===== src/rtl/steer_pkg.sv =====
`timescale 1ns/1ps
package steer_pkg;
    typedef enum logic {
        ST_IDLE = 1'b0,
        ST_HELD = 1'b1
    } steer_state_e;

    typedef struct packed {
        steer_state_e state;
        logic [3:0]   code;
        logic         held;
    } steer_regs_t;
endpackage


===== src/rtl/steer_guard_cnt.sv =====
`timescale 1ns/1ps
// Counts ticks while run is high; cleared whenever run drops.
module steer_guard_cnt #(
    parameter int GUARD_W = 8
) (
    input  logic               clk,
    input  logic               rst_n,
    input  logic               run,
    input  logic               tick,
    input  logic [GUARD_W-1:0] limit,
    output logic               done
);
    localparam int CW = GUARD_W + 1;

    logic [GUARD_W-1:0] cnt_d, cnt_q;
    logic [CW-1:0]      next_cnt;

    always_comb begin
        next_cnt = {1'b0, cnt_q} + CW'(1);
        done     = run && tick && (next_cnt >= {1'b0, limit});
        cnt_d    = cnt_q;
        if (!run) begin
            cnt_d = '0;
        end else if (tick) begin
            cnt_d = done ? '0 : next_cnt[GUARD_W-1:0];
        end
    end

    always_ff @(posedge clk or negedge rst_n) begin
        if (!rst_n) cnt_q <= '0;
        else        cnt_q <= cnt_d;
    end
endmodule


===== src/rtl/steer_settle_pipe.sv =====
`timescale 1ns/1ps
// Delays the latch event by DEPTH clocks; pre fires one clock earlier.
module steer_settle_pipe #(
    parameter int DEPTH = 2
) (
    input  logic clk,
    input  logic rst_n,
    input  logic start,
    output logic pre,
    output logic fire
);
    logic [DEPTH:0] stg_d, stg_q;

    always_comb begin
        stg_d = {stg_q[DEPTH-1:0], start};
    end

    always_ff @(posedge clk or negedge rst_n) begin
        if (!rst_n) stg_q <= '0;
        else        stg_q <= stg_d;
    end

    assign pre  = stg_q[DEPTH-1];
    assign fire = stg_q[DEPTH];
endmodule


===== src/rtl/tone_steer_validator.sv =====
`timescale 1ns/1ps
module tone_steer_validator
    import steer_pkg::*;
#(
    parameter int GUARD_W = 8,
    parameter int SETTLE  = 2
) (
    input  logic               clk,
    input  logic               rst_n,
    input  logic               tick_ms,
    input  logic               tone_seen,
    input  logic [3:0]         tone_code,
    input  logic [GUARD_W-1:0] guard_on,
    input  logic [GUARD_W-1:0] guard_off,
    output logic [3:0]         rx_code,
    output logic               rx_strobe,
    output logic               digit_held
);
    steer_regs_t r_d, r_q;
    logic on_run, off_run, on_done, off_done;
    logic latch, settle_pre, settle_fire;

    steer_guard_cnt #(.GUARD_W(GUARD_W)) u_on_cnt (
        .clk(clk), .rst_n(rst_n), .run(on_run), .tick(tick_ms),
        .limit(guard_on), .done(on_done)
    );

    steer_guard_cnt #(.GUARD_W(GUARD_W)) u_off_cnt (
        .clk(clk), .rst_n(rst_n), .run(off_run), .tick(tick_ms),
        .limit(guard_off), .done(off_done)
    );

    steer_settle_pipe #(.DEPTH(SETTLE)) u_settle (
        .clk(clk), .rst_n(rst_n), .start(latch),
        .pre(settle_pre), .fire(settle_fire)
    );

    always_comb begin
        on_run  = (r_q.state == ST_IDLE) && tone_seen;
        off_run = (r_q.state == ST_HELD) && r_q.held && !tone_seen;
        r_d     = r_q;
        latch   = 1'b0;
        if (r_q.state == ST_IDLE) begin
            if (on_done) begin
                r_d.state = ST_HELD;
                r_d.code  = tone_code;
                latch     = 1'b1;
            end
        end else begin
            if (off_done) begin
                r_d.state = ST_IDLE;
                r_d.held  = 1'b0;
            end else if (settle_pre) begin
                r_d.held  = 1'b1;
            end
        end
    end

    always_ff @(posedge clk or negedge rst_n) begin
        if (!rst_n) r_q <= '{state: ST_IDLE, code: 4'h0, held: 1'b0};
        else        r_q <= r_d;
    end

    assign rx_code    = r_q.code;
    assign digit_held = r_q.held;
    assign rx_strobe  = settle_fire;
endmodule


===== config.mk =====
export PLATFORM = sky130hd
export DESIGN_NAME = tone_steer_validator
export DESIGN_NICKNAME = d
export VERILOG_FILES = /design/src/rtl/steer_pkg.sv /design/src/rtl/steer_guard_cnt.sv /design/src/rtl/steer_settle_pipe.sv /design/src/rtl/tone_steer_validator.sv
export SDC_FILE = /design/constraint.sdc
export NUM_CORES = 1
export LEC_CHECK = 0
export BUFFER_PORTS_ARGS = -buffer_cell sky130_fd_sc_hd__buf_2
export CAP_MARGIN = 20
export CORE_MARGIN = 2
export CORE_UTILIZATION = 60
export DETAILED_ROUTE_END_ITERATION = 10
export PLACE_DENSITY = 0.92
export SLEW_MARGIN = 30
export SYNTH_ARGS = -nofsm -noshare
export SYNTH_HDL_FRONTEND = slang
export SYNTH_HIERARCHICAL = 1
export SYNTH_SLANG_ARGS = --single-unit
export TNS_END_PERCENT = 20

===== constraint.sdc =====
create_clock -name clk -period 7.9 [get_ports clk]
set_clock_uncertainty 0.05 [all_clocks]
set_input_delay 1.58 -clock clk [delete_from_list [all_inputs] [get_ports clk]]
set_output_delay 1.58 -clock clk [all_outputs]
set_load 0.02 [all_outputs]

**Word-level counts from Yosys, hierarchy flattened**

Cells that the tools add are included.

- Bits in registers: 25
- Output and inout port bits: 6
- Logic and storage cells: 37

- $add $sub $neg: 2
- $lt $le $gt $ge: 2
- Eq/ne operators: 2
- Muxes and demuxes: 13
- Bitwise operators: 1
- Reduce and logical (&&, ||, !) cells: 11

Operators by type and width:

| cell | number |
|---|---|
| $mux W8 | 6 |
| $add A8 B1 Y9 const B | 2 |
| $ge A9 B8 Y1 | 2 |
| $logic_and A1 B1 Y1 | 7 |
| $mux W1 | 6 |
| $mux W5 | 1 |
| $ne A2 B2 Y1 const B | 2 |
| $reduce_and A2 Y1 | 2 |
| $reduce_bool A2 Y1 | 1 |
| $logic_not A1 Y1 | 1 |
| $not A1 Y1 | 1 |

**Depth between registers and ports, before layout**

- Depth after elaboration: 7
- Mapped depth: 14
- Mapped depth without buffers: 12

**Cells and area by module**

The synthesis kept the hierarchy.

Modules (own cells, without submodules):

| module | times used | cells an instance | area an instance (µm²) | sequential area each (µm²) |
|---|---|---|---|---|
| steer_guard_cnt (u_on_cnt) | 1 | 83 | 749.5 | 200.2 |
| steer_guard_cnt (u_off_cnt) | 1 | 77 | 700.7 | 200.2 |
| tone_steer_validator | 1 | 23 | 296.5 | 150.1 |
| steer_settle_pipe | 1 | 3 | 75.1 | 75.1 |

**Least setup slack after synthesis**

Ideal clock, no wire load.

- Path type: input-to-reg
- From: in guard_on[7]
- To: reg r_q, in the netlist rx_code[0]
- Setup time: 125 ps
- Arrival time: 3275 ps
- Required time: 7725 ps
- Path slack: 4450 ps
- Stages on the path: 9
- Cells stage by stage: inv_1 -> ha_1 -> and3_4 -> a221oi_4 -> o21ai_2 -> o21ba_2 -> nor2b_1 -> buf_6 -> mux2_4

- Word-level cells in the longest chain between the ends: 3

Ends and longest elaborated chain:

| element | RTL line | RTL |
|---|---|---|
| start, declared | tone_steer_validator.sv:13 | `input logic [GUARD_W-1:0] guard_on,` |
| $ge A9 B8 Y1 | steer_guard_cnt.sv:20 | `done = run && tick && (next_cnt >= {1'b0, limit});` |
| $logic_and A1 B1 Y1 | steer_guard_cnt.sv:20 |  |
| named net on_done | tone_steer_validator.sv:20 | `logic on_run, off_run, on_done, off_done;` |
| $reduce_and A2 Y1 (no line) | -- |  |
| end signal, assigned | tone_steer_validator.sv:60 | `if (!rst_n) r_q <= '{state: ST_IDLE, code: 4'h0, held: 1'b0};` |
| end signal, assigned | tone_steer_validator.sv:61 | `else r_q <= r_d;` |
| end, declared | tone_steer_validator.sv:19 | `steer_regs_t r_d, r_q;` |

The timed path passes the listed nets, and every way through them passes these cells.
A chain may end at the register's enable or synchronous reset.

**Final worst setup path**

- From: in guard_on[7]
- To: reg r_q, in the netlist rx_code[3]

Same word-level chain as after synthesis.

==> out/metrics.csv <==
stage,metric,value,unit
logic_synthesis,syn_avg_cell_area,9.79,um^2
pwr,p_per_area,122,nW/um^2
pwr,p_switching,67.2,uW
global_route,grt_pass1_vias,1296,
die,initial_utilization,0.644,
worst_setup_path,endpoint_kind,flop,
pwr,p_seq_frac,0.578,
route,first_iter_violations,26,
sta,worst_slew_pin_slew,0.608,ns
worst_setup_path,crit_fanout,7,
clock_tree,numCtsBuffers,3,
global_route,overflow,0,
finish,area_growth,7.01,%
route,drtPass1Iterations,4,
worst_hold_path,holdPathEnd,u_settle/stg_q[1],
run_status,outcome,"finished, final reports clean",
clock_tree,clk_pin_slew_worst_paths,0.14,ns
pwr,vdd_drop_max,0.127,mV
worst_setup_path,critPathRequiredTime,8.08,ns
clock_tree,clk_latency,0.32,ns
sta,fmax,286,MHz
pwr,intPower,171,uW
worst_setup_path,reg2reg_to,rx_code[3],
logic_synthesis,syn_area,1820,um^2
die,die_area,3490,um^2
global_route,grt_pass1_wl,5.71,mm
sta,fin_tns_setup,0,ns
logic_synthesis,synthArstFlopShare,1.00,
logic_synthesis,synth-main-ff-cell,dfrtp_1,
clock_tree,clock_path_buffers,2,
logic_synthesis,ys_seq_area_frac,0.343,
sta,post-route-min-period,3.50,ns
logic_synthesis,synth_nets,228,
sta,hold_viol,0,
clock_tree,postCtsSetupBuffers,0,
logic_synthesis,synth_cell_types,47,
place,port-buffer-count,29,
place,gp_congestion,0.817,
pwr,swShare,0.282,
run,max_cap_viol_count,0,
route,wl_per_cell,13.4,um
finish,drive_gt1_frac,0.230,
route,viasPerCell,5.78,
pwr,power,239,uW
pwr,leakage,1.03,nW
die,io_pins,30,
sta,fin_ws,4.40,ns
clock_tree,cts.htree.levels,1,
finish,nets,252,
die,die_width,59.1,um
clock_tree,tritoncts,yes,
worst_hold_path,hold_path_depth,0,
worst_setup_path,startpoint_type,input pin,
logic_synthesis,synth-edff-count,0,
worst_setup_path,cp_data_arrival_time,3.67,ns
route,antenna_left,0,
worst_setup_path,rrSetupSlack,4.60,ns
finish,diodes,0,
worst_hold_path,min_from,u_settle/stg_q[0],
clock_tree,cts_hold_buffers,0,
die,core.rowCount,19,
global_route,antenna_found_initial,0,
worst_setup_path,r2r_start,u_on_cnt/cnt_q[0],
pwr,pwr-share-clk,0.244,
worst_hold_path,hold_path_class,flop to flop,
logic_synthesis,yosysWarnings,6,
sta,rsz0062_at_grt,no,
global_route,grt_max_degree,26,
sta,finalCritPeriodShare,0.442,
route,vias,1387,
worst_setup_path,critPathKind,input pin to flop,
global_route,track_usage,0.217,
clock_tree,root_buffer,clkbuf_4,
logic_synthesis,ys_ff_latch,25,
clock_tree,ctsResizeCount,0,
die,fp.dieH,59.1,um
worst_setup_path,ff2ff_path_depth,12,
place,place_ws,4.03,ns
die,core,2830,um^2
pwr,comb_power_share,0.178,
sta,drv_slew,0,
logic_synthesis,netlist_instances,186,
route,drt-total-wl,3.21,mm
sta,relSlewSlack,0.594,
sta,setup_violations,0,
route,drc_errors,0,
clock_tree,cts_sinks,25,
place,place.detailed.hpwl,2.52,mm
[critical path, cell delays in order]
cell and delay (ns):
buf_2 0.07, inv_1 0.03, ha_1 0.33, and3_4 0.22, nand3_1 0.13, o21ai_2 0.30, o21ba_2 0.17, nor2b_1 0.50
mux2_4 0.35
[cell usage in the layout, fill, tap and decap left out, drive strengths merged, types with 5 or more instances in the layout]
master	instances
ha	18
nand3	10
dfrtp	25
inv	20
and3	5
xnor2	8
nor2b	6
nand2	13
o21ai	5
a32o	5
nor2	10
buf	29
[through the flow]
| stage | utilization | hold WS (ns) | instance area, um^2 | std cells |
|---|---|---|---|---|
| final | 0.689 | 0.331 | 1950 | 240 |
| after global routing | 0.689 | 0.359 | 1950 | 240 |
| after CTS | 0.689 | 0.338 | 1950 | 240 |
| after detailed placement | 0.678 | 0.313 | 1920 | 236 |
| after global placement | 0.678 | 0.296 | 1920 | 236 |
| after floorplan | - | 0.281 | 1820 | 186 |
[layout make-up]
| class | count | area (um^2) |
|---|---|---|
| fill | 234 | 880 |
| clock buffer | 3 | 22.5 |
| timing repair buffer | 29 | 145 |
| multi-input combinational | 131 | 1030 |
| tap | 31 | 38.8 |
| sequential | 25 | 626 |
| clock inverter | 1 | 7.51 |
| inverter | 20 | 75.1 |
[registers in the layout (all words and copies together) (netlist names)]
register and cells:
digit_held 1, u_settle/stg_q 3, u_off_cnt/cnt_q 8, u_on_cnt/cnt_q 8
r_q 1, rx_code 4
[worst max path at each step]
stage / from / slack [ns] / endpoint
after floorplan: guard_on[7] / 4.45 / rx_code[0]
after global placement: guard_on[7] / 4.12 / rx_code[1]
after detailed placement: guard_on[7] / 4.03 / rx_code[3]
after CTS: guard_on[7] / 4.40 / rx_code[3]
after global routing: u_on_cnt/cnt_q[0] / 4.25 / rx_code[0]
final: guard_on[7] / 4.40 / rx_code[3]
[per-layer routing]
layer,wire [um],track usage
met1,1560,0.295
met2,1510,0.341
met3,96,0.0437
met4,40,0.0877
met5,0,0
[cell usage after synthesis (3+ instances only)]
cell type | n | area share
nand3_1 | 9 | 0.025
buf_4 | 5 | 0.021
and3_1 | 3 | 0.010
a21o_1 | 3 | 0.012
buf_6 | 4 | 0.025
xnor2_1 | 8 | 0.038
xor2_1 | 4 | 0.019
nor2_1 | 10 | 0.021
inv_1 | 20 | 0.041
o41ai_1 | 4 | 0.019
o21ai_0 | 3 | 0.0082
mux2_4 | 4 | 0.033
nor2b_1 | 6 | 0.021
a32o_1 | 5 | 0.027
a21oi_1 | 4 | 0.011
dfrtp_1 | 25 | 0.34
ha_1 | 18 | 0.12
nand2_1 | 13 | 0.027
[power by group through the flow]
stage,combinational (mW),sequential (mW),clock (mW)
2_1_floorplan,0.0307,0.139,0
3_3_place_gp,0.0408,0.140,0
3_5_place_dp,0.0429,0.140,0
4_1_cts,0.0427,0.138,0.0606
5_1_grt,0.0477,0.139,0.0666
6_report,0.0424,0.138,0.0582
[logic make-up after synthesis]
| family | after synthesis | synth area share |
|---|---|---|
| compound gates | 39 | 0.178 |
| flops | 25 | 0.343 |
| mux | 6 | 0.0440 |
| xor+xnor | 12 | 0.0577 |
| fa+ha+maj | 18 | 0.124 |
| simple gates | 56 | 0.165 |
| buf+inv | 30 | 0.0886 |
Note: power is estimated with default switching activity, not from simulation.
